===== config.mk =====
export PLATFORM = sky130hd
export DESIGN_NAME = swallow_ctl
export DESIGN_NICKNAME = d
export VERILOG_FILES = /design/src/rtl/swallow_pkg.sv /design/src/rtl/swallow_dn_ctr.sv /design/src/rtl/swallow_seq.sv /design/src/rtl/swallow_ctl.sv
export SDC_FILE = /design/constraint.sdc
export NUM_CORES = 1
export LEC_CHECK = 0
export ABC_AREA = 1
export BUFFER_PORTS_ARGS = -buffer_cell sky130_fd_sc_hd__buf_2
export CELL_PAD_IN_SITES_DETAIL_PLACEMENT = 1
export CELL_PAD_IN_SITES_GLOBAL_PLACEMENT = 1
export CORE_MARGIN = 2
export CORE_UTILIZATION = 36
export CTS_BUF_LIST = sky130_fd_sc_hd__clkbuf_16
export DETAILED_ROUTE_END_ITERATION = 12
export PLACE_DENSITY_LB_ADDON = 0.08
export SLEW_MARGIN = 20
export SYNTH_ARGS = -nofsm -noshare
export SYNTH_HDL_FRONTEND = slang
export SYNTH_SLANG_ARGS = --single-unit

===== constraint.sdc =====
create_clock -name clk -period 1.4 [get_ports clk]
set_input_delay 0.28 -clock clk [delete_from_list [all_inputs] [get_ports clk]]
set_output_delay 0.28 -clock clk [all_outputs]
set_load 0.05 [all_outputs]

===== src/rtl/swallow_pkg.sv =====
package swallow_pkg;
  localparam int NW_DEF = 10;
  localparam int AW_DEF = 7;

  // Phase of a division cycle: swallow phase keeps prescaler at P+1
  typedef enum logic {
    PH_SWALLOW = 1'b0,
    PH_MAIN    = 1'b1
  } phase_e;
endpackage


===== src/rtl/swallow_dn_ctr.sv =====
module swallow_dn_ctr #(
  parameter int W = 10
) (
  input  logic         clk,
  input  logic         rst_n,
  input  logic         load,
  input  logic [W-1:0] ld_val,
  input  logic         dec,
  output logic [W-1:0] cnt,
  output logic         is_zero,
  output logic         is_one
);
  localparam logic [W-1:0] ONE = W'(1);

  always_ff @(posedge clk or negedge rst_n) begin
    if (!rst_n)    cnt <= '0;
    else if (load) cnt <= ld_val;
    else if (dec)  cnt <= cnt - ONE;
  end

  assign is_zero = (cnt == '0);
  assign is_one  = (cnt == ONE);
endmodule


===== src/rtl/swallow_seq.sv =====
module swallow_seq (
  input  logic clk,
  input  logic rst_n,
  input  logic pre_pulse,
  input  logic n_one,
  output logic loaded,
  output logic preset,
  output logic fv
);
  logic terminal;

  assign terminal = loaded & pre_pulse & n_one;
  assign preset   = ~loaded | terminal;

  always_ff @(posedge clk or negedge rst_n) begin
    if (!rst_n) begin
      loaded <= 1'b0;
      fv     <= 1'b0;
    end else begin
      loaded <= 1'b1;
      fv     <= terminal;
    end
  end
endmodule


===== src/rtl/swallow_ctl.sv =====
module swallow_ctl #(
  parameter int NW = swallow_pkg::NW_DEF,
  parameter int AW = swallow_pkg::AW_DEF
) (
  input  logic          clk,
  input  logic          rst_n,
  input  logic          pre_pulse,
  input  logic [NW-1:0] n_word,
  input  logic [AW-1:0] a_word,
  output logic          mod_hi,
  output logic          fv
);
  import swallow_pkg::*;

  logic          loaded;
  logic          preset;
  logic          n_zero, n_one;
  logic          a_zero, a_one;
  logic [NW-1:0] n_cnt;
  logic [AW-1:0] a_cnt;
  logic          n_dec, a_dec;
  phase_e        phase;

  swallow_seq u_seq (
    .clk       (clk),
    .rst_n     (rst_n),
    .pre_pulse (pre_pulse),
    .n_one     (n_one),
    .loaded    (loaded),
    .preset    (preset),
    .fv        (fv)
  );

  assign n_dec = loaded & pre_pulse;
  assign a_dec = loaded & pre_pulse & ~a_zero;

  swallow_dn_ctr #(.W(NW)) u_main (
    .clk     (clk),
    .rst_n   (rst_n),
    .load    (preset),
    .ld_val  (n_word),
    .dec     (n_dec),
    .cnt     (n_cnt),
    .is_zero (n_zero),
    .is_one  (n_one)
  );

  swallow_dn_ctr #(.W(AW)) u_swallow (
    .clk     (clk),
    .rst_n   (rst_n),
    .load    (preset),
    .ld_val  (a_word),
    .dec     (a_dec),
    .cnt     (a_cnt),
    .is_zero (a_zero),
    .is_one  (a_one)
  );

  assign phase  = (loaded && a_zero) ? PH_MAIN : PH_SWALLOW;
  assign mod_hi = (phase == PH_MAIN);
endmodule


==> flow_summary.toml, run 1 <==
[floorplan]
die_x_um = 66.25
die_area_um2 = 4389
core_area_um2 = 3689
initial_core_util = 0.3782
rows = 22
die_h_um = 66.25
ios = 22

[finish]
antennaDiodeCount = 0
areaGrowthSynthToFinish_pct = 62.33
drive_gt1_frac = 0.5148
instances_no_fill = 318
final_nets = 295

[sta]
period_share = 1.195
rsz0062_at_grt = "yes"
hold_violations = 0
skew_ns = 0.002638
finalSetupViolCount = 12
layout_min_cycle_time_ns = 1.674
worst_slack_ns = -0.2736
finalMaxSlewViolations = 0
fmax_mhz = 597.5

[power_and_ir_drop]
vdd.ir_drop.worst_mv = 0.5778
power_mw = 2.182
power.density_nw_per_um2 = 963.4
p_leak_nw = 1.142

[worst_setup_path]
r2r_setup_slack_ns = -0.22
worstPathMaxFanout = 2
crit_start = "u_swallow.cnt[0]"
r2r_start = "u_swallow.cnt[0]"
crit_required_ns = 1.12
crit_type = "flop to output port"
crit_path_end_kind = "output port"
cp.arrival_ns = 1.39
crit_path_start_kind = "flop"
rr_worst_depth = 11

[cts]
cts.sinks = 19
clockBufferDepth = 2
htreeDepth = 1
cts-root-buf = "clkbuf_16"
clk_pin_slew_ns = 0.06
cts_tree = "done"
cts_buffers = 3
clock_latency_ns = 0.25

[global_routing]
grt_pass1_vias = 1636
grt_pass1_wl_mm = 7.314
track_usage = 0.2243
antenna_found_initial = 0
overflow = 0
grt_max_degree = 20

[detailed_routing]
routedWlPerCell_um = 17.10
ant_nets = 0
vias = 1590
drt_iter0_markers = 35
vias_per_cell = 5.000
drt-total-wl_mm = 5.437
drc = 0
first_pass_iters = 4

[yosys]
ys_seq_area_frac = 0.3408
syn_avg_cell_area_um2 = 6.839
synth_cells = 204
synth-seq-cells = 19
synth_fp_nets = 228
syn-cell-area_um2 = 1395
yosysWarnings = 0
synth_cell_type_count = 25

[worst_hold_path]
min_from = "n_word[0]"
min_path_type = "input port to flop"
whs_path_depth = 3

[outcome]
status = "finished, violations left"
violations = "setup timing"

[flow_run]
maxCapViolations = 0

[placed_design]
hpwl_mm = 3.072
post-place-ws_ns = -0.1270
numPlacedInstances = 292
place.gp.congestion = 0.7920
io_buffer_count = 21
layer usage:
layer	wire length [µm]	share of wire	track usage	vias up
met5	0	0	0	-
met4	131	0.024	0.08163	0
met3	95	0.017	0.02044	12
met2	3045	0.56	0.4638	25
met1	2163	0.40	0.2244	790
li1	-	-	-	763
power by group:
group          internal, mW  switching, mW  leakage (nW)
clock network         0.381          0.214        0.0423
logic                 0.411          0.487         0.871
registers             0.619         0.0704         0.228
cells in the final DEF, fill, tap and decap left out, types with 3 or more instances in the layout:
cell,synthesis,final
inv_1,27,19
dfrtp_1,19,18
inv_4,0,4
buf_2,0,20
buf_4,2,30
buf_6,1,14
nand3_2,2,9
ha_4,0,3
nand2_2,5,23
clkbuf_16,0,3
xor2_1,3,3
nand3_1,22,13
inv_2,1,6
nand2_4,3,4
nor2_1,24,16
nand2_8,0,3
nand2_1,68,47
o21ai_1,0,4
nor2_2,1,5
nor2_4,3,7
worst max-delay path, stage by stage (launching register included):
cell and delay (ns):
dfrtp_1 0.40, inv_2 0.10, ha_4 0.13, inv_2 0.03, nor2_2 0.09, nand3_2 0.12
nor2_4 0.11, buf_6 0.16
cell type report:
| type | instances | area (µm²) |
|---|---|---|
| clock buffers | 3 | 75.07 |
| clock inverters | 1 | 3.754 |
| fillers | 465 | 1424 |
| inverters | 28 | 115.1 |
| multi-input cells | 154 | 1041 |
| flip-flops and latches | 19 | 476.7 |
| well taps | 48 | 60.06 |
| repair buffers | 65 | 493.0 |
worst paths after layout:
path | endpoint
setup / recovery | mod_hi
hold / removal | u_main.cnt[0]
setup reg to reg | u_swallow.cnt[3]
hold reg to reg | u_swallow.cnt[6]
max in group asynchronous | u_main.cnt[0]
min in group asynchronous | u_swallow.cnt[5]
timing repair:
action,CTS,global route
hold buffers,1,0
setup buffers,4,15
pin swaps,13,31
hold endpoints to repair,19,0
cloned,1,1
resized for setup,33,57
setup endpoints to repair,13,18
sequential cells by signal, indices dropped and copies added, names as in the netlist:
name           count
u_main.cnt        10
u_seq.fv           1
u_seq.loaded       1
u_swallow.cnt      7
cells by family after synthesis:
logic type | share of synthesized area
buffers and inverters | 0.1049
and+or+nand+nor | 0.4305
AOI/OAI and AO/OA | 0.04753
other | 0.002688
xor gates and xnor gates | 0.03768
DFF | 0.3408
adders and majority gates | 0.03588
synthesized netlist by cell type:
cell | number | area, µm²
nand3_1 | 22 | 110.1
nor2_4 | 3 | 33.78
o21ai_0 | 5 | 25.02
a21oi_1 | 2 | 10.01
a21oi_2 | 1 | 8.760
buf_6 | 1 | 11.26
ha_1 | 4 | 50.05
nor2_2 | 1 | 6.260
xor2_1 | 3 | 26.28
nor3_1 | 1 | 5.000
nand3_2 | 2 | 20.02
o21bai_1 | 2 | 15.01
nand2_2 | 5 | 31.28
conb_1 | 1 | 3.750
buf_8 | 1 | 15.01
nand3b_1 | 2 | 15.01
xnor2_1 | 3 | 26.28
nand2_1 | 68 | 255.2
o211ai_1 | 1 | 7.510
nand2_4 | 3 | 33.78
nor2_1 | 24 | 90.09
inv_2 | 1 | 3.750
inv_1 | 27 | 101.4
buf_4 | 2 | 15.01
dfrtp_1 | 19 | 475.5
metrics by stage:
step / instance area [µm²] / TNS, ns / hold slack [ns] / utilization
6_report: 2265 / -1.414 / 0.2311 / 0.6140
5_1_grt: 2265 / -2.255 / 0.2580 / 0.6140
3_5_place_dp: 1707 / -0.5812 / 0.2706 / 0.4627
3_3_place_gp: 1707 / -0.05151 / 0.2611 / 0.4627
2_1_floorplan: 1410 / 0 / -0.01559 / -
4_1_cts: 1932 / -0.4743 / 0.2351 / 0.5237
Power figures use the tool's default switching activity.
==> inputs of run 2 (changes only) <==
--- a/config.mk
+++ b/config.mk
@@ -13,7 +13,7 @@
 export CORE_UTILIZATION = 36
 export CTS_BUF_LIST = sky130_fd_sc_hd__clkbuf_16
 export DETAILED_ROUTE_END_ITERATION = 12
-export PLACE_DENSITY_LB_ADDON = 0.08
+export PLACE_DENSITY_LB_ADDON = 0.1
 export SLEW_MARGIN = 20
 export SYNTH_ARGS = -nofsm -noshare
 export SYNTH_HDL_FRONTEND = slang
==> flow_summary.toml, run 2 (synthesis gave the netlist of run 1 again) <==
[worst_setup_path]
timing.rr.end = "u_swallow.cnt[2]"
r2r_setup_slack_ns = -0.21
crit_type = "flop to output port"
crit_path_start_kind = "flop"
cp.arrival_ns = 1.41
crit_buf_inv = 3
worstPathMaxFanout = 2
crit_path_end_kind = "output port"
r2r_start = "u_swallow.cnt[1]"
crit_required_ns = 1.12
max_stage_delay_ns = 0.40
crit_path_top_delay_cell = "dfrtp_1"
path_cells = "inv_2 -> ha_4 -> inv_2 -> nor2_4 -> nand3_4 -> nor2_4 -> buf_8"
rr_worst_depth = 12
path_delay_family = "flip-flops"

[floorplan]
die_h_um = 66.25
die_area_um2 = 4389
ios = 22
die_x_um = 66.25
rows = 22
initial_core_util = 0.3782
core_area_um2 = 3689

[cts]
clock_latency_ns = 0.25
cts-root-buf = "clkbuf_16"
clk_pin_slew_ns = 0.06
cts.sinks = 19
cts_tree = "done"
clockBufferDepth = 2
htreeDepth = 1
cts_buffers = 3

[global_routing]
grt_max_degree = 20
track_usage = 0.2095
grt_pass1_wl_mm = 6.893
grt_pass1_vias = 1544
overflow = 0
antenna_found_initial = 0

[finish]
areaGrowthSynthToFinish_pct = 57.13
fill_cells = 470
final_nets = 290
largestRegisters = "u_main.cnt x10, u_swallow.cnt x7"
seq_area_um2 = 476.7
layout.cells.most_common = "nand2_1"
antennaDiodeCount = 0
regMostFlops = "u_main.cnt"
multi_input_area_um2 = 1015
largest_register_ffs = 10
drive_gt1_frac = 0.4830
final_cell_mix = "nand2_1, buf_4, nand2_2, inv_1, buf_2"

[sta]
hold_violations = 0
period_share = 1.205
fmax_mhz = 592.8
hold_slack_ns = 0.2279
finalSetupViolCount = 14
worst_slack_ns = -0.2870
finalMaxSlewViolations = 0
skew_ns = 0.003100
rsz0062_at_grt = "yes"
layout_min_cycle_time_ns = 1.687

[power_and_ir_drop]
power.density_nw_per_um2 = 958.7
power_mw = 2.102
vdd.ir_drop.worst_mv = 0.4244
clkPwrFrac = 0.282
comb_power_share = 0.391
switching_share = 0.3513
p_int_mw = 1.363
p_seq_frac = 0.327
p_leak_nw = 1.129
p_sw_mw = 0.7383

[detailed_routing]
drt-total-wl_mm = 5.242
vias_per_cell = 4.827
ant_nets = 0
vias = 1511
routedWlPerCell_um = 16.75
drt_iter0_markers = 54
drc = 0
first_pass_iters = 4

[worst_hold_path]
min_to = "u_swallow.cnt[0]"
min_path_type = "input port to flop"
whs_path_depth = 3
min_from = "a_word[0]"

[placed_design]
place.gp.congestion = 0.7859
io_buffer_count = 21
hpwl_mm = 3.188

[flow_run]
maxCapViolations = 0

[outcome]
status = "finished, violations left"
violations = "setup timing"
## run 2: cell count changes in the layout (fill, tap and decap cells not counted), moves of 2 or more
cell | previous run | this run
o21ai_0 | 0 | 2
buf_6 | 14 | 7
nand2_1 | 47 | 50
o21ai_1 | 4 | 2
nand3_4 | 2 | 4
nand3_2 | 9 | 7
inv_4 | 4 | 1
inv_1 | 19 | 21
nand2_2 | 23 | 21
nor2_2 | 5 | 7
## run 2: what timing repair did
action / 4_1_cts / 5_1_grt
setup buffers: 5 / 9
endpoints found under the hold margin: 19 / 0
resized for setup: 19 / 55
cloned: 0 / 1
pin swaps: 4 / 19
hold buffers: 1 / 0
endpoints found under the setup margin: 18 / 16
## run 2: final cells by class
class / instances / share of cell area
inverters: 28 / 0.05137
clock buffers: 3 / 0.03425
well taps: 48 / 0.02740
clock inverters: 1 / 0.001712
multi-input cells: 154 / 0.4629
repair buffers: 60 / 0.2049
flip-flops and latches: 19 / 0.2175
## run 2: power by group through the flow
stage | clock (mW) | combinational (mW) | sequential [mW]
floorplan | 0 | 0.343 | 0.685
global placement | 0 | 0.559 | 0.682
detailed placement | 0 | 0.588 | 0.685
CTS | 0.608 | 0.647 | 0.677
global route | 0.630 | 0.898 | 0.696
finish | 0.592 | 0.822 | 0.688
## run 2: tightest hold or removal path, delay by kind of cell
kind / cells / cell delay [ns]
buffers and inverters: 1 / 0.07
AND/OR/NAND/NOR: 2 / 0.09
## run 2: how the worst max path moves through the flow
stage / from / end / slack [ns] / cells after the start
CTS: u_swallow.cnt[0] / mod_hi / -0.26 / 7
detailed placement: u_swallow.cnt[0] / u_swallow.cnt[2] / -0.15 / 11
floorplan: u_swallow.cnt[0] / mod_hi / 0.006 / 6
finish: u_swallow.cnt[1] / mod_hi / -0.29 / 7
global route: u_swallow.cnt[1] / mod_hi / -0.34 / 7
global placement: u_swallow.cnt[0] / u_swallow.cnt[2] / -0.05 / 11
## run 2: layer usage
| layer | track usage | part of all wire |
|---|---|---|
| met5 | 0 | 0 |
| met4 | 0.04592 | 0.014 |
| met3 | 0.03066 | 0.024 |
| met2 | 0.3750 | 0.50 |
| met1 | 0.2636 | 0.46 |
## run 2: through the flow
| stage | setup TNS (ns) | setup WS (ns) | utilization | instances | cell area, µm² |
|---|---|---|---|---|---|
| floorplan | 0 | 0.006495 | - | 204 | 1410 |
| global placement | -0.09316 | -0.04940 | 0.4668 | 294 | 1722 |
| detailed placement | -0.9567 | -0.1544 | 0.4668 | 294 | 1722 |
| CTS | -1.479 | -0.2556 | 0.5200 | 304 | 1918 |
| global route | -2.660 | -0.3446 | 0.5943 | 313 | 2192 |
| finish | -1.336 | -0.2870 | 0.5943 | 313 | 2192 |
==> inputs of run 3 (changes only) <==
--- a/config.mk
+++ b/config.mk
@@ -14,6 +14,7 @@
 export CTS_BUF_LIST = sky130_fd_sc_hd__clkbuf_16
 export DETAILED_ROUTE_END_ITERATION = 12
 export PLACE_DENSITY_LB_ADDON = 0.1
+export REMOVE_ABC_BUFFERS = 1
 export SLEW_MARGIN = 20
 export SYNTH_ARGS = -nofsm -noshare
 export SYNTH_HDL_FRONTEND = slang
==> constraint.sdc (replaced) <==
create_clock -name clk -period 1.39 [get_ports clk]
set_input_delay 0.278 -clock clk [delete_from_list [all_inputs] [get_ports clk]]
set_output_delay 0.278 -clock clk [all_outputs]
set_load 0.05 [all_outputs]
==> flow_summary.toml, run 3 (synthesis gave the netlist of run 1 again) <==
[worst_setup_path]
crit_buf_inv = 3
worstPathMaxFanout = 2
rr_worst_depth = 12
r2r_setup_slack_ns = -0.20
cp.arrival_ns = 1.38
crit_required_ns = 1.11
crit_path_top_delay_cell = "dfrtp_1"
crit_path_end_kind = "output port"
crit_type = "flop to output port"
max_stage_delay_ns = 0.39
path_delay_family = "flip-flops"
crit_path_start_kind = "flop"
r2r_start = "u_swallow.cnt[1]"
crit_top_cell = "inv_2"
path_cells = "inv_2 -> ha_4 -> inv_2 -> nor2_4 -> nand3_2 -> nor2_2 -> buf_6"
timing.rr.end = "u_swallow.cnt[5]"

[global_routing]
grt_max_degree = 20
antenna_found_initial = 0
grt_pass1_vias = 1613
overflow = 0
grt_pass1_wl_mm = 7.486
track_usage = 0.2211

[finish]
final_nets = 289
areaGrowthSynthToFinish_pct = 55.61
layout.cells.most_common = "nand2_1"
largestRegisters = "u_main.cnt x10, u_swallow.cnt x7"
fill_cells = 470
largest_register_ffs = 10
regMostFlops = "u_main.cnt"
final_cell_mix = "nand2_1, buf_4, inv_1"
drive_gt1_frac = 0.4394
antennaDiodeCount = 0

[detailed_routing]
vias_per_cell = 4.872
drc = 0
ant_nets = 0
first_pass_iters = 4
drt_iter0_markers = 38
vias = 1520
drt-total-wl_mm = 4.849
routedWlPerCell_um = 15.54

[worst_hold_path]
min_from = "a_word[0]"
whs_path_depth = 3
min_to = "u_swallow.cnt[0]"
min_path_type = "input port to flop"

[sta]
skew_ns = 0.001899
layout_min_cycle_time_ns = 1.655
finalMaxSlewViolations = 0
period_share = 1.191
tns_ns = -1.738
rsz0062_at_grt = "yes"
fmax_mhz = 604.1
worst_slack_ns = -0.2653
hold_slack_ns = 0.2258
finalSetupViolCount = 12
hold_violations = 0

[placed_design]
hpwl_mm = 2.924
place.gp.congestion = 0.8203
io_buffer_count = 21

[cts]
clockBufferDepth = 2
cts-root-buf = "clkbuf_16"
cts_buffers = 3
cts.sinks = 19
clk_pin_slew_ns = 0.06
cts_tree = "done"
clock_latency_ns = 0.25
htreeDepth = 1

[power_and_ir_drop]
switching_share = 0.3496
vdd.ir_drop.worst_mv = 0.4505
clkPwrFrac = 0.286
p_seq_frac = 0.322
comb_power_share = 0.392
power_mw = 2.150
p_leak_nw = 1.109
power.density_nw_per_um2 = 990.5
p_sw_mw = 0.7516
p_int_mw = 1.399

[outcome]
violations = "setup timing"
status = "finished, violations left"

[flow_run]
maxCapViolations = 0

[floorplan]
die_x_um = 66.25
die_h_um = 66.25
initial_core_util = 0.3782
ios = 22
die_area_um2 = 4389
core_area_um2 = 3689
rows = 22
run 3: final cells by class:
| type | instances | area, µm² | area share |
|---|---|---|---|
| Sequential cell | 19 | 476.7 | 0.2196 |
| Inverter | 28 | 110.1 | 0.05072 |
| Tap cell | 48 | 60.06 | 0.02767 |
| Timing Repair Buffer | 59 | 425.4 | 0.1960 |
| Multi-Input combinational cell | 154 | 1020 | 0.4697 |
| Clock inverter | 1 | 3.754 | 0.001729 |
| Clock buffer | 3 | 75.07 | 0.03458 |
run 3: metrics by stage:
stage	area [µm²]	util	std cells	setup slack [ns]
after floorplan	1354	-	200	-0.3840
after global placement	1714	0.4647	295	-0.08512
after detailed placement	1714	0.4647	295	-0.1228
after CTS	1939	0.5258	307	-0.2923
after global routing	2171	0.5885	312	-0.3433
final	2171	0.5885	312	-0.2653
run 3: worst min-delay path, delay by kind of cell:
kind / cells / cell delay, ns
AND/OR/NAND/NOR: 2 / 0.09
buffers and inverters: 1 / 0.07
run 3: how the worst max path moves through the flow:
stage                     startpoint     end  cells after the start
floorplan           u_swallow.cnt[0]  mod_hi                      6
global placement    u_swallow.cnt[0]  mod_hi                      7
detailed placement  u_swallow.cnt[0]  mod_hi                      7
CTS                 u_swallow.cnt[1]  mod_hi                      7
global route        u_swallow.cnt[1]  mod_hi                      7
finish              u_swallow.cnt[1]  mod_hi                      7
run 3: power by group through the flow:
| stage | clock network, mW | logic [mW] | registers [mW] |
|---|---|---|---|
| detailed placement | 0 | 0.585 | 0.686 |
| floorplan | 0 | 0.320 | 0.693 |
| global placement | 0 | 0.559 | 0.683 |
| finish | 0.615 | 0.842 | 0.693 |
| global route | 0.644 | 0.931 | 0.703 |
| CTS | 0.629 | 0.682 | 0.678 |
run 3: repair_timing:
action | 4_1_cts | 5_1_grt
hold buffers | 1 | 0
cloned | 1 | 0
endpoints found under the hold margin | 19 | 0
pin swaps | 14 | 28
setup endpoints to repair | 13 | 18
gates resized for setup | 23 | 49
setup buffers | 10 | 7
run 3: metal layers:
metal / global-route usage / part of all wire / vias to the layer above
met5: 0 / 0 / -
met4: 0.03827 / 0.021 / 0
met3: 0.01533 / 0.019 / 11
met2: 0.4400 / 0.54 / 24
met1: 0.2561 / 0.42 / 741
li1: - / - / 744
